[src/rtl/lvl_pkg.sv]
// Package: shared constants and event kinds of the lockstep vote logger.
// Assumes two voting groups of three units each and a 32-bit time base.
package lvl_pkg;
    localparam int GROUPS          = 2;
    localparam int UNITS_PER_GROUP = 3;
    localparam int UNITS           = GROUPS * UNITS_PER_GROUP;
    localparam int EVT_SOURCES     = GROUPS + 1;
    localparam int CYC_W           = 32;
    localparam int KIND_W          = 2;
    localparam int UNIT_W          = 3;

    typedef enum logic [KIND_W-1:0] {
        EV_SINGLE = 2'd0,
        EV_SPLIT  = 2'd1,
        EV_CROSS  = 2'd2
    } ev_kind_e;
endpackage

[src/rtl/triplet_voter.sv]
// Module: triplet_voter
// Bitwise two-of-three majority over one group of units. It reports whether
// exactly one member disagrees (and which one), or whether several members
// disagree on different lanes. Purely combinational. Assumes the three member
// buses are packed as member 0 at the low end.
module triplet_voter #(
    parameter int W     = 8,
    parameter int GROUP = 0
) (
    input  logic [3*W-1:0] members,
    output logic [W-1:0]   voted,
    output logic           single,
    output logic           split,
    output logic [2:0]     unit_idx,
    output logic [W-1:0]   lanes
);
    logic [W-1:0] m0, m1, m2;
    logic [W-1:0] d0, d1, d2;
    logic [2:0]   dis;

    // Majority and per-member difference masks.
    always_comb begin
        m0    = members[0*W +: W];
        m1    = members[1*W +: W];
        m2    = members[2*W +: W];
        voted = (m0 & m1) | (m0 & m2) | (m1 & m2);
        d0    = m0 ^ voted;
        d1    = m1 ^ voted;
        d2    = m2 ^ voted;
        dis   = {|d2, |d1, |d0};
        lanes = d0 | d1 | d2;
    end

    // Classify the disagreement and locate a lone dissenter.
    always_comb begin
        single   = ($countones(dis) == 1);
        split    = ($countones(dis) > 1);
        unit_idx = 3'(GROUP * 3);
        if (single) begin
            case (dis)
                3'b010:  unit_idx = 3'(GROUP * 3 + 1);
                3'b100:  unit_idx = 3'(GROUP * 3 + 2);
                default: unit_idx = 3'(GROUP * 3);
            endcase
        end
    end
endmodule

[src/rtl/event_fifo.sv]
// Module: event_fifo
// Multi-push, single-pop record queue. Up to NPUSH records per cycle enter in
// index order as long as space remains; the rest are reported as dropped.
// Assumes DEPTH is a power of two. Space is judged before any same-cycle pop.
module event_fifo #(
    parameter int REC_W = 46,
    parameter int DEPTH = 8,
    parameter int NPUSH = 3
) (
    input  logic                   clk,
    input  logic                   rst_n,
    input  logic                   flush,
    input  logic [NPUSH-1:0]       push_req,
    input  logic [NPUSH*REC_W-1:0] push_data,
    input  logic                   pop,
    output logic [REC_W-1:0]       head,
    output logic                   valid,
    output logic                   dropped
);
    localparam int AW = $clog2(DEPTH);
    localparam int CW = $clog2(DEPTH + 1);

    logic [REC_W-1:0] mem [DEPTH];
    logic [AW-1:0]    wptr, rptr;
    logic [CW-1:0]    count, free, taken;
    logic [NPUSH-1:0] we;
    logic [AW-1:0]    slot [NPUSH];
    logic             do_pop;

    // Grant pushes in order while free slots remain.
    always_comb begin
        free  = CW'(DEPTH) - count;
        taken = '0;
        for (int k = 0; k < NPUSH; k++) begin
            we[k]   = 1'b0;
            slot[k] = wptr + AW'(taken);
            if (push_req[k] && !flush && (taken < free)) begin
                we[k] = 1'b1;
                taken = taken + 1'b1;
            end
        end
        dropped = !flush && |(push_req & ~we);
        do_pop  = pop && (count != '0) && !flush;
        valid   = (count != '0);
        head    = mem[rptr];
    end

    // Store the granted records.
    always_ff @(posedge clk) begin
        for (int k = 0; k < NPUSH; k++) begin
            if (we[k]) mem[slot[k]] <= push_data[k*REC_W +: REC_W];
        end
    end

    // Pointer and occupancy bookkeeping.
    always_ff @(posedge clk) begin
        if (!rst_n || flush) begin
            wptr  <= '0;
            rptr  <= '0;
            count <= '0;
        end else begin
            wptr  <= wptr + AW'(taken);
            rptr  <= rptr + AW'(do_pop);
            count <= count + taken - CW'(do_pop);
        end
    end

    a_r10_count_bound: assert property (@(posedge clk) disable iff (!rst_n)
        count <= CW'(DEPTH));
    a_r9_flush_empties: assert property (@(posedge clk) disable iff (!rst_n)
        flush |=> !valid);
    a_r10_pop_empty_ignored: assert property (@(posedge clk) disable iff (!rst_n)
        (!valid && push_req == '0 && !flush) |=> !valid);
endmodule

[src/rtl/sat_counter.sv]
// Module: sat_counter
// Failure counter that steps by one per request and holds at all-ones.
// Assumes clr has priority over inc.
module sat_counter #(
    parameter int W = 16
) (
    input  logic         clk,
    input  logic         rst_n,
    input  logic         clr,
    input  logic         inc,
    output logic [W-1:0] value
);
    // Count with saturation.
    always_ff @(posedge clk) begin
        if (!rst_n || clr)              value <= '0;
        else if (inc && (value != '1)) value <= value + 1'b1;
    end

    a_r6_no_decrease: assert property (@(posedge clk) disable iff (!rst_n)
        !clr |=> value >= $past(value));
    a_r7_holds_at_max: assert property (@(posedge clk) disable iff (!rst_n)
        (!clr && value == '1) |=> value == '1);
endmodule

[src/rtl/lockstep_vote_logger.sv]
// Module: lockstep_vote_logger
// Votes two groups of three lockstep units, compares the group results,
// turns every anomaly into a timestamped location record, queues the
// records, and keeps per-group saturating failure counts. Assumes rst_n is
// released in the same cycle as the units' own reset.
module lockstep_vote_logger #(
    parameter int DATA_W     = 8,
    parameter int FIFO_DEPTH = 8,
    parameter int CNT_W      = 16
) (
    input  logic                  clk,
    input  logic                  rst_n,
    input  logic                  clear,
    input  logic [6*DATA_W-1:0]   unit_data,
    input  logic                  evt_pop,
    output logic                  evt_valid,
    output logic [31:0]           evt_cycle,
    output logic [1:0]            evt_kind,
    output logic                  evt_group,
    output logic [2:0]            evt_unit,
    output logic [DATA_W-1:0]     evt_lanes,
    output logic                  overflow,
    output logic [CNT_W-1:0]      fail_cnt0,
    output logic [CNT_W-1:0]      fail_cnt1,
    output logic [31:0]           cycle_count
);
    import lvl_pkg::*;

    localparam int REC_W = CYC_W + KIND_W + 1 + UNIT_W + DATA_W;
    localparam int GW    = UNITS_PER_GROUP * DATA_W;

    logic [DATA_W-1:0]            voted  [GROUPS];
    logic [GROUPS-1:0]            single, split, anomaly;
    logic [2:0]                   uidx   [GROUPS];
    logic [DATA_W-1:0]            glanes [GROUPS];
    logic [EVT_SOURCES-1:0]       req;
    logic [EVT_SOURCES*REC_W-1:0] recs;
    logic [DATA_W-1:0]            xlanes;
    logic [REC_W-1:0]             head;
    logic                         dropped;
    logic [CNT_W-1:0]             cnt [GROUPS];

    // Free-running time base, untouched by clear.
    always_ff @(posedge clk) begin
        if (!rst_n) cycle_count <= '0;
        else        cycle_count <= cycle_count + 1'b1;
    end

    // One voter and one failure counter per group.
    for (genvar g = 0; g < GROUPS; g++) begin : g_grp
        triplet_voter #(.W(DATA_W), .GROUP(g)) u_vote (
            .members  (unit_data[g*GW +: GW]),
            .voted    (voted[g]),
            .single   (single[g]),
            .split    (split[g]),
            .unit_idx (uidx[g]),
            .lanes    (glanes[g])
        );
        assign anomaly[g] = single[g] | split[g];

        sat_counter #(.W(CNT_W)) u_cnt (
            .clk   (clk),
            .rst_n (rst_n),
            .clr   (clear),
            .inc   (anomaly[g]),
            .value (cnt[g])
        );
    end

    assign fail_cnt0 = cnt[0];
    assign fail_cnt1 = cnt[1];

    // Assemble the group records and the between-groups record.
    always_comb begin
        xlanes = voted[0] ^ voted[1];
        for (int g = 0; g < GROUPS; g++) begin
            req[g] = anomaly[g] && !clear;
            recs[g*REC_W +: REC_W] = {cycle_count,
                                      single[g] ? EV_SINGLE : EV_SPLIT,
                                      1'(g),
                                      single[g] ? uidx[g] : 3'd0,
                                      glanes[g]};
        end
        req[GROUPS] = (xlanes != '0) && !clear;
        recs[GROUPS*REC_W +: REC_W] = {cycle_count, EV_CROSS, 1'b0, 3'd0, xlanes};
    end

    event_fifo #(.REC_W(REC_W), .DEPTH(FIFO_DEPTH), .NPUSH(EVT_SOURCES)) u_fifo (
        .clk       (clk),
        .rst_n     (rst_n),
        .flush     (clear),
        .push_req  (req),
        .push_data (recs),
        .pop       (evt_pop),
        .head      (head),
        .valid     (evt_valid),
        .dropped   (dropped)
    );

    assign {evt_cycle, evt_kind, evt_group, evt_unit, evt_lanes} = head;

    // Sticky overflow flag.
    always_ff @(posedge clk) begin
        if (!rst_n || clear) overflow <= 1'b0;
        else if (dropped)    overflow <= 1'b1;
    end

    a_r1_cycle_step: assert property (@(posedge clk) disable iff (!rst_n)
        1'b1 |=> cycle_count == $past(cycle_count) + 32'd1);
    a_r8_overflow_sticky: assert property (@(posedge clk) disable iff (!rst_n)
        (overflow && !clear) |=> overflow);
    a_r9_clear_zeroes: assert property (@(posedge clk) disable iff (!rst_n)
        clear |=> (fail_cnt0 == '0 && fail_cnt1 == '0 && !overflow));
    a_r11_quiet_holds: assert property (@(posedge clk) disable iff (!rst_n)
        (anomaly == '0 && !clear) |=> (fail_cnt0 == $past(fail_cnt0)
                                      && fail_cnt1 == $past(fail_cnt1)));
endmodule

[config.mk]
export PLATFORM = sky130hd
export DESIGN_NAME = lockstep_vote_logger
export DESIGN_NICKNAME = d
export VERILOG_FILES = /design/src/rtl/lvl_pkg.sv /design/src/rtl/triplet_voter.sv /design/src/rtl/event_fifo.sv /design/src/rtl/sat_counter.sv /design/src/rtl/lockstep_vote_logger.sv
export SDC_FILE = /design/constraint.sdc
export NUM_CORES = 1
export LEC_CHECK = 0
export CAP_MARGIN = 30
export CORE_MARGIN = 5
export CORE_UTILIZATION = 53
export CTS_CLUSTER_SIZE = 24
export DETAILED_ROUTE_END_ITERATION = 8
export PLACE_DENSITY = 0.71
export SLEW_MARGIN = 20
export SYNTH_ARGS = -nofsm -noshare
export SYNTH_HDL_FRONTEND = slang
export SYNTH_HIERARCHICAL = 1
export SYNTH_SLANG_ARGS = --single-unit
[constraint.sdc]
create_clock -name clk -period 10.1 [get_ports clk]
set_input_delay 1.515 -clock clk [delete_from_list [all_inputs] [get_ports clk]]
set_output_delay 1.515 -clock clk [all_outputs]
set_load 0.005 [all_outputs]
==> results of run 1 <==
per-stage QoR:
| step | cells | setup slack, ns | power (mW) | cell area [um2] | utilization [%] |
|---|---|---|---|---|---|
| after floorplan | 2214 | 0.1193 | 3.227 | 29120 | - |
| after global placement | 2970 | 1.820 | 3.778 | 31280 | 58.12 |
| after detailed placement | 2972 | 1.548 | 3.841 | 31330 | 58.23 |
| after CTS | 3064 | 2.175 | 5.579 | 32870 | 61.09 |
| after global routing | 3069 | 2.086 | 5.768 | 32970 | 61.27 |
| final | 3069 | 2.655 | 5.529 | 32970 | 61.27 |
power by group through the flow:
stage	logic, mW	registers [mW]	clock network [mW]
3_5_place_dp	1.49	2.35	0
6_report	1.49	2.31	1.73
4_1_cts	1.50	2.31	1.77
2_1_floorplan	0.881	2.35	0
5_1_grt	1.59	2.33	1.85
3_3_place_gp	1.43	2.34	0
tightest hold or removal path, delay by kind of cell (launching register included):
family | cells | cell delay [ns]
flops | 1 | 0.34
simple gates | 1 | 0.07
compound gates | 1 | 0.06
worst max path at each step:
stage / startpoint / endpoint / slack, ns / cells after the start
2_1_floorplan: unit_data[23] / u_fifo/mem[1][0]$_DFFE_PP_ / 0.12 / 13
3_3_place_gp: unit_data[19] / u_fifo/mem[7][19]$_DFFE_PP_ / 1.82 / 20
3_5_place_dp: unit_data[47] / u_fifo/mem[7][20]$_DFFE_PP_ / 1.55 / 18
4_1_cts: unit_data[47] / u_fifo/mem[7][14]$_DFFE_PP_ / 2.17 / 18
5_1_grt: unit_data[7] / u_fifo/count[3]$_SDFF_PP0_ / 2.09 / 25
6_report: unit_data[19] / u_fifo/mem[5][44]$_DFFE_PP_ / 2.66 / 21
state kept, by name, summed over array words and instances, names as in the netlist:
signal             flops
u_fifo/rptr            3
overflow               1
u_fifo/wptr            3
g_grp.u_cnt/value     32
u_fifo/count           4
cycle_count           32
u_fifo/mem           368
layout make-up:
type / count / area, um2 / share of cell area [%]
clock buffers: 63 / 1384 / 4.197
clock inverters: 29 / 155.1 / 0.4705
inverters: 33 / 123.9 / 0.3757
multi-input cells: 1576 / 15650 / 47.46
flip-flops and latches: 443 / 12560 / 38.09
well taps: 696 / 870.8 / 2.641
repair buffers: 229 / 2231 / 6.766
synth_stat cells, types with 27 or more instances:
library cell  count  area (um2)
buf_4            37       277.8
nor2_1           75       281.5
mux2_1           78       878.3
nand3b_1         27       202.7
dfxtp_1          75        1501
inv_1            33       123.9
nand2_1          35       131.4
nand3_1          30       150.1
mux4_2           92        2072
buf_2            50       250.2
mux2_2          705        7939
a21oi_1          55       275.3
edfxtp_1        368       11050
clkbuf_1         43       161.4
per-layer routing:
layer | up-vias | track usage, %
met3 | 99 | 4.059
li1 | 8759 | -
met5 | - | 0
met1 | 9349 | 32.44
met2 | 535 | 40.85
met4 | 0 | 5.774
cell families after synthesis:
kind of cell / after synthesis / share of synthesized area, %
muxes: 877 / 37.85
xor gates and xnor gates: 35 / 1.064
adders and majority gates: 25 / 1.189
other: 3 / 0.03906
DFF: 443 / 43.55
and+or+nand+nor: 377 / 8.209
buffers and inverters: 195 / 3.768
AOI/OAI and AO/OA: 181 / 4.337
==> results by stage, run 1 <==
Cells and area:
- The proportion of layout cells with a drive suffix above 1 is 42.56%.
- The top cell types in the final layout, fill and taps aside, are mux2_2 (705), edfxtp_1 (368), clkdlybuf4s50_1 (163).
- From synthesis to final layout, the design area changed by 14.40%.
- The most common library cell in the layout ignoring fill and taps is mux2_2.
- The final net count is between 2000 and 2500.
- The number of fill cells is ~4100.
- The number of antenna diodes in the final layout is 0.

Run:
- The max-capacitance violation count is 0.

Floorplanning:
- The effective utilization at floorplan is 53.56%.
- The floorplan has 85 rows.
- The die is between 200 and 250 um tall.
- The floorplan step set the die width to 243.2 um.
- The die area is 0.05915 mm2.
- The area of the core is 0.05381 mm2.
- The top-level I/O count is 164.

Route:
- The met3 wire length is 4205 um.
- The iteration-0 DRC count of the detailed router is 1222.
- The count of nets left with antenna violations once routing finished came out at 0.
- For this block, the routed nets add up to 72530 um of wire.
- The detail-routed net length per standard cell is 23.63 um.
- The uppermost layer routed is met4.
- For this run, design rule violations remaining after detail routing come to 0.
- The sum of met2 wire segment lengths after detailed routing is 35220 um.
- For this block, wires on met1 add up to ~32000 um.
- The number of optimization iterations in the first detailed-route pass is 5.
- The overall via count from detail_route is 18740.
- Dividing the detail-routed via count by the number of cells gives just over 6.

Pwr:
- Sequential cells burn between 40% and 50% of the power.
- Across the VDD grid, the largest voltage drop is around 120 uV.
- For this design the total switching power over the nets is ~1.6 mW.
- Internal power comes to 3.942 mW.
- Of the total power, combinational logic draws a little over a quarter.
- The static leakage power is 12.18 nW.
- The share of total power dissipated in the clock network is a little under a third.
- The power density of the placed cells is 167.7 mW/mm2.
- In this run switching power makes up 28.70% of total power.

Setup path:
- On the critical path, the stage with the largest delay is an instance of buf_4.
- The worst reg2reg path depth is 14.
- The most frequent cell on the critical path is ha_1.
- At the worst endpoint, the required time is 10.36 ns.
- The launching point of the worst reg2reg path is u_fifo/count[0]$_SDFF_PP0_.
- The endpoint arrival time on the critical path is 7.70 ns.
- The kind of capture point of the worst setup path is a register.
- The reg-to-reg endpoint is u_fifo/mem[5][44]$_DFFE_PP_.
- Walking the worst path, the cells encountered are clkdlybuf4s50_1, a21o_2, a221o_1, or4_4, inv_1, fa_1, nor2_1, or2_2, nor2b_1, nand2b_1, a21o_1, o21ai_0, ha_1, ha_1, ha_1, a21oi_1, xnor2_1, nand4_1, buf_4, o311ai_2, buf_4.
- The worst setup path is launched from a primary input.
- In this run the register-to-register setup slack is 5.12 ns.
- The total buffers and inverters traversed by the critical path is 4.
- The largest stage delay on the critical path is 0.71 ns.
- The highest fanout seen on the critical path is 47.
- The critical setup path kind is primary input to register.
- The largest delay contributor family on the critical path is buffers and inverters.

STA:
- The worst pin sits at a relative slew slack of 36.37%.
- The final-layout worst hold slack is 0.5122 ns.
- The final-report max-slew violation count came to 0.
- For the final routed database, the setup TNS stands at 0 ns.
- The final-report hold violation count was 0.
- Setup repair after global routing left no endpoint under its margin.
- The achievable frequency is 134.3 MHz.
- The shortest clock period the worst path allows after layout is 7.445 ns.
- The part of the cycle the worst path needs is 73.71%.
- At the pin with the least slew margin, the transition time is approximately 0.95 ns.
- Setup violations remaining at the end of the flow were counted as 0.
- The worst-case clock skew is 0.01243 ns.

Clock tree:
- Counting along the longest clock path gives a buffer depth of 3.
- At the later pin of the worst-skew pair, clock insertion delay measures 0.58 ns.
- The H-tree level count is 2.
- The tree built by TritonCTS fans out to 443 sinks.
- The number of buffers added to fix hold violations after cts is 0.
- After clock tree synthesis, the repair step resized 0 gates.
- The post-CTS setup-driven buffer insertion count is 0.
- The number of CTS-inserted buffers is between 50 and 60.
- The CTS tree is built.
- The cell at the root of the clock tree is clkbuf_16.
- Clock-pin slew was measured on the worst setup and hold paths at ~0.05 ns.

GRT:
- Entering global routing, the biggest net connects 50 pins.
- Global routing finished with a remaining overflow of 0.
- The initial antenna violation count is 0.
- The wire length of the first global-routing pass is 112900 um.
- The number of global-route vias before repair is around 19000.
- Global routing consumed, over all layers together, 24.03% of the routing resources.

Placed design:
- Port buffering added 163 buffers.
- The wire-length estimate of the detail-placed layout is 43750 um.
- The last weighted congestion value of the routability-driven placer is roughly 0.84.

Worst hold path:
- The type of the tightest min-delay check is register to register.
- The start point of the worst min-delay path is g_grp[1].u_cnt/value[1]$_SDFFE_PP0P_.
- For hold timing, the worst endpoint is g_grp[1].u_cnt/value[1]$_SDFFE_PP0P_.
- The number of stages on the worst hold path is 2.

Synthesis:
- The number of enable flip-flop cells after synthesis is between 300 and 400.
- The summed instance area of the synthesized netlist is 0.02882 mm2.
- The Yosys step of the flow raised 6 warnings.
- Synthesis inferred 443 register bits.
- The number of different library cells in the post-synthesis netlist is 76.
- Synthesis handed over a netlist of around 2100 instances.
- The post-synthesis average cell area is 13.49 um2.
- Counting flops with an async set or reset pin after synthesis yields a share of 0%.
- In the synthesized netlist the dominant register cell turns out to be edfxtp_1.
- Sequential cells were found to cover roughly 44% of the synthesized design area.

Outcome:
- The flow ran to the end, and the final reports show no timing, DRC or antenna violations.
No activity file was read; power rests on OpenSTA's default activity.
==> run 2: changes to the inputs <==
--- a/config.mk
+++ b/config.mk
@@ -10,7 +10,7 @@
 export CORE_UTILIZATION = 53
 export CTS_CLUSTER_SIZE = 24
 export DETAILED_ROUTE_END_ITERATION = 8
-export PLACE_DENSITY = 0.71
+export PLACE_DENSITY = 0.68
 export SLEW_MARGIN = 20
 export SYNTH_ARGS = -nofsm -noshare
 export SYNTH_HDL_FRONTEND = slang
==> constraint.sdc (replaced) <==
create_clock -name clk -period 7.5 [get_ports clk]
set_input_delay 1.125 -clock clk [delete_from_list [all_inputs] [get_ports clk]]
set_output_delay 1.125 -clock clk [all_outputs]
set_load 0.005 [all_outputs]
==> run 2 against run 1 <==
Non-clock buffer count is 6 higher. Clock skew is 0.0039 ns higher. Cell count is 0.26% higher. Power is 38% higher. Clock-buffer cell count is 8 higher. Clock power is 40% higher. Flip-flop and latch count stayed put. Wire length is 3.0% higher. Register-to-register slack worse by 2.5 ns. Largest cell class unchanged.
==> results by stage, run 2 (synthesized netlist as in run 1, its figures left out) <==
GRT:
- The global route total overflow is 0 (unchanged).
- The wire length of the first global-routing pass came to 115900 um (was 112900 um).
- The initial antenna violation count came to 0 (unchanged).
- The pin count of the biggest net entering global routing is 60 (was 50).
- The overall track demand over capacity in global routing was 24.93% (was 24.03%).
- The number of global-route vias before repair came to 19140 (was 19060).

STA:
- For this run, the top clock speed supported by timing is 152.7 MHz.
- The final count of negative-setup-slack endpoints came to 0 (unchanged).
- Setup repair after global routing missed its margin: no (unchanged).
- The slew at the pin closest to its max-slew limit is 0.9373 ns (was 0.9545 ns).
- The final-report max-slew violation count is 0 (unchanged).
- The accumulated negative setup slack is 0 ns (unchanged).
- The normalized max-slew margin is 37.51% (was 36.37%).
- The worst-case clock skew is 0.01630 ns (was 0.01243 ns).
- The smallest clock period supported by the final layout is computed as 6.548 ns.
- The final critical path takes up between 80% and 90% of the cycle.
- The final-report hold violation count is 0 (unchanged).

Route:
- The final wirelength is 74740 um (was 72530 um).
- The number of optimization iterations in the first detailed-route pass is 7 (was 5).
- The overall via count from detail_route is 18760 (was 18740).
- The number of nets with antenna violations after detailed routing is 0 (unchanged).
- The detail-routed net length per standard cell is 24.29 um (was 23.63 um).
- The ratio of routed vias to standard cells is 6.097 (was 6.107).
- The post-route DRC violation count is 0 (unchanged).
- The iteration-0 DRC count of the detailed router came to 1219 (was 1222).

Floorplanning:
- The die span in y is 243.2 um (unchanged).
- The area of the core is 0.05381 mm2 (unchanged).
- The die area is 0.05915 mm2 (unchanged).
- The top-level I/O count is 164 (unchanged).
- The effective utilization at floorplan was 53.56% (unchanged).
- The row count is 85 (unchanged).
- The overall die width is 243.2 um (unchanged).

Setup path:
- The highest fanout seen on the critical path is 9 (was 47).
- The kind of capture point of the worst setup path is a register (unchanged).
- The critical setup path kind is primary input to register (unchanged).
- The endpoint arrival time on the critical path is 7.02 ns (was 7.70 ns).
- The worst path required time is 7.97 ns (was 10.36 ns).
- The kind of start point of the critical path is a primary input (unchanged).

Clock tree:
- The post-CTS setup-driven buffer insertion count is 0 (unchanged).
- The clock sink total is 443 (unchanged).
- The clock latency of the later-clocked register in the worst-skew pair was 0.59 ns (was 0.58 ns).
- The maximum root-to-sink buffer count was 3 (unchanged).
- The register clock-pin slew on the reported worst setup and hold paths was 0.06 ns (was 0.05 ns).
- The number of buffers added to fix hold violations after cts is 0 (unchanged).
- The number of CTS-inserted buffers is 51 (unchanged).
- The quantity of gates resized following cts is 0 (unchanged).
- The CTS tree is built (unchanged).
- The cell at the root of the clock tree was clkbuf_16 (unchanged).
- The H-tree level count is 2 (unchanged).

Cells and area:
- The proportion of layout cells with a drive suffix above 1 is 42.67% (was 42.56%).
- The final antenna diode count is 0 (unchanged).
- The count of non-filler cells in the finished layout is 3077 (was 3069).
- The final net count is 2417 (was 2411).
- The flip-flop count of the largest register after layout came to 368 (unchanged).
- The synthesis-to-layout area growth is 15.77% (was 14.40%).
- Commonest cells after routing, fill and taps aside: mux2_2 (705), edfxtp_1 (368), clkdlybuf4s50_1 (163) (unchanged).
- The most common library cell in the layout ignoring fill and taps is mux2_2 (unchanged).

Outcome:
- Run status: completed (unchanged).

Pwr:
- The static leakage power was 12.36 nW (was 12.18 nW).
- The reported net switching power came to 2.183 mW (was 1.587 mW).
- The internal cell power is 5.426 mW (was 3.942 mW).
- The share of power burned in registers is 40.9% (was 41.8%).
- The portion of total power attributed to the clock network was 31.9% (was 31.3%).
- The combinational fraction of design power came to 27.2% (was 26.9%).
- The largest vdd supply drop came to 179.6 uV (was 115.7 uV).
- The switching part of the total power is 28.69% (was 28.70%).
- The power density of the placed cells is 228.0 mW/mm2 (was 167.7 mW/mm2).

Placed design:
- The sum of net half-perimeters after detailed placement came to 45140 um (was 43750 um).
- The number of placed cells counting well taps came to 2980 (was 2972).
- The last weighted congestion value of the routability-driven placer came to 0.8232 (was 0.8431).
- The number of input and output port buffers inserted is 163 (unchanged).

Run:
- The max-capacitance violation count was 0 (unchanged).

Worst hold path:
- The type of the tightest min-delay check is register to register (unchanged).
[run 2: power groups by stage]
stage	Sequential [mW]	Clock (mW)	Combinational, mW
floorplan	3.15	0	1.19
global placement	3.16	0	2.03
detailed placement	3.16	0	2.08
global route	3.13	2.58	2.21
finish	3.11	2.43	2.07
CTS	3.11	2.48	2.09
[run 2: path summary, 6_finish.rpt]
path / start / to / slack (ns) / depth (start not counted)
setup / recovery: unit_data[23] / u_fifo/count[3]$_SDFF_PP0_ / 0.95 / 25
hold / removal: overflow$_SDFFE_PP0P_ / overflow$_SDFFE_PP0P_ / 0.50 / 2
setup reg to reg: u_fifo/count[0]$_SDFF_PP0_ / u_fifo/mem[5][22]$_DFFE_PP_ / 2.65 / 13
hold reg to reg: overflow$_SDFFE_PP0P_ / overflow$_SDFFE_PP0P_ / 0.50 / 2
[run 2: final cells by class]
type | instances | area (um2)
timing repair buffer | 235 | 2491
fill | 4144 | 20440
tap | 696 | 870.8
inverter | 33 | 123.9
multi-input combinational | 1576 | 15720
sequential | 443 | 12560
clock inverter | 23 | 181.4
clock buffer | 71 | 1424
[run 2: through the flow]
step	instance area (um2)	setup slack (ns)	utilization, %	hold slack (ns)	power, mW
after floorplan	29120	-0.1774	-	0.4773	4.336
after global placement	31600	0.5482	58.72	0.4816	5.189
after global routing	33370	0.4921	62.01	0.5225	7.928
after CTS	33310	0.9755	61.90	0.4983	7.683
after detailed placement	31710	0.3526	58.92	0.4865	5.246
final	33370	0.9520	62.01	0.4956	7.608
[run 2: layer usage]
| layer | global-route usage [%] | vias up | routed length, um |
|---|---|---|---|
| li1 | - | 8770 | - |
| met5 | 0 | - | 0 |
| met2 | 42.31 | 584 | 36580 |
| met3 | 4.202 | 116 | 4570 |
| met4 | 5.858 | 0 | 1615 |
| met1 | 33.74 | 9291 | 31970 |
[run 2: critical path, stage by stage]
cell and delay [ns]:
clkdlybuf4s50_1 0.53, a21oi_1 0.26, o221ai_1 0.14, nor4_1 0.64, fa_1 0.51, nor2_1 0.11
or2_2 0.18, nor2b_1 0.18, nand2b_1 0.12, a21o_1 0.21, o21ai_0 0.22, inv_1 0.11
ha_1 0.25, and2_1 0.18, o22ai_1 0.22, a21oi_1 0.13, nor2_1 0.34, mux2_2 0.38
ha_1 0.32, inv_1 0.05, ha_1 0.29, a21o_1 0.18, a21oi_1 0.17, xnor2_1 0.13
nor2_1 0.05
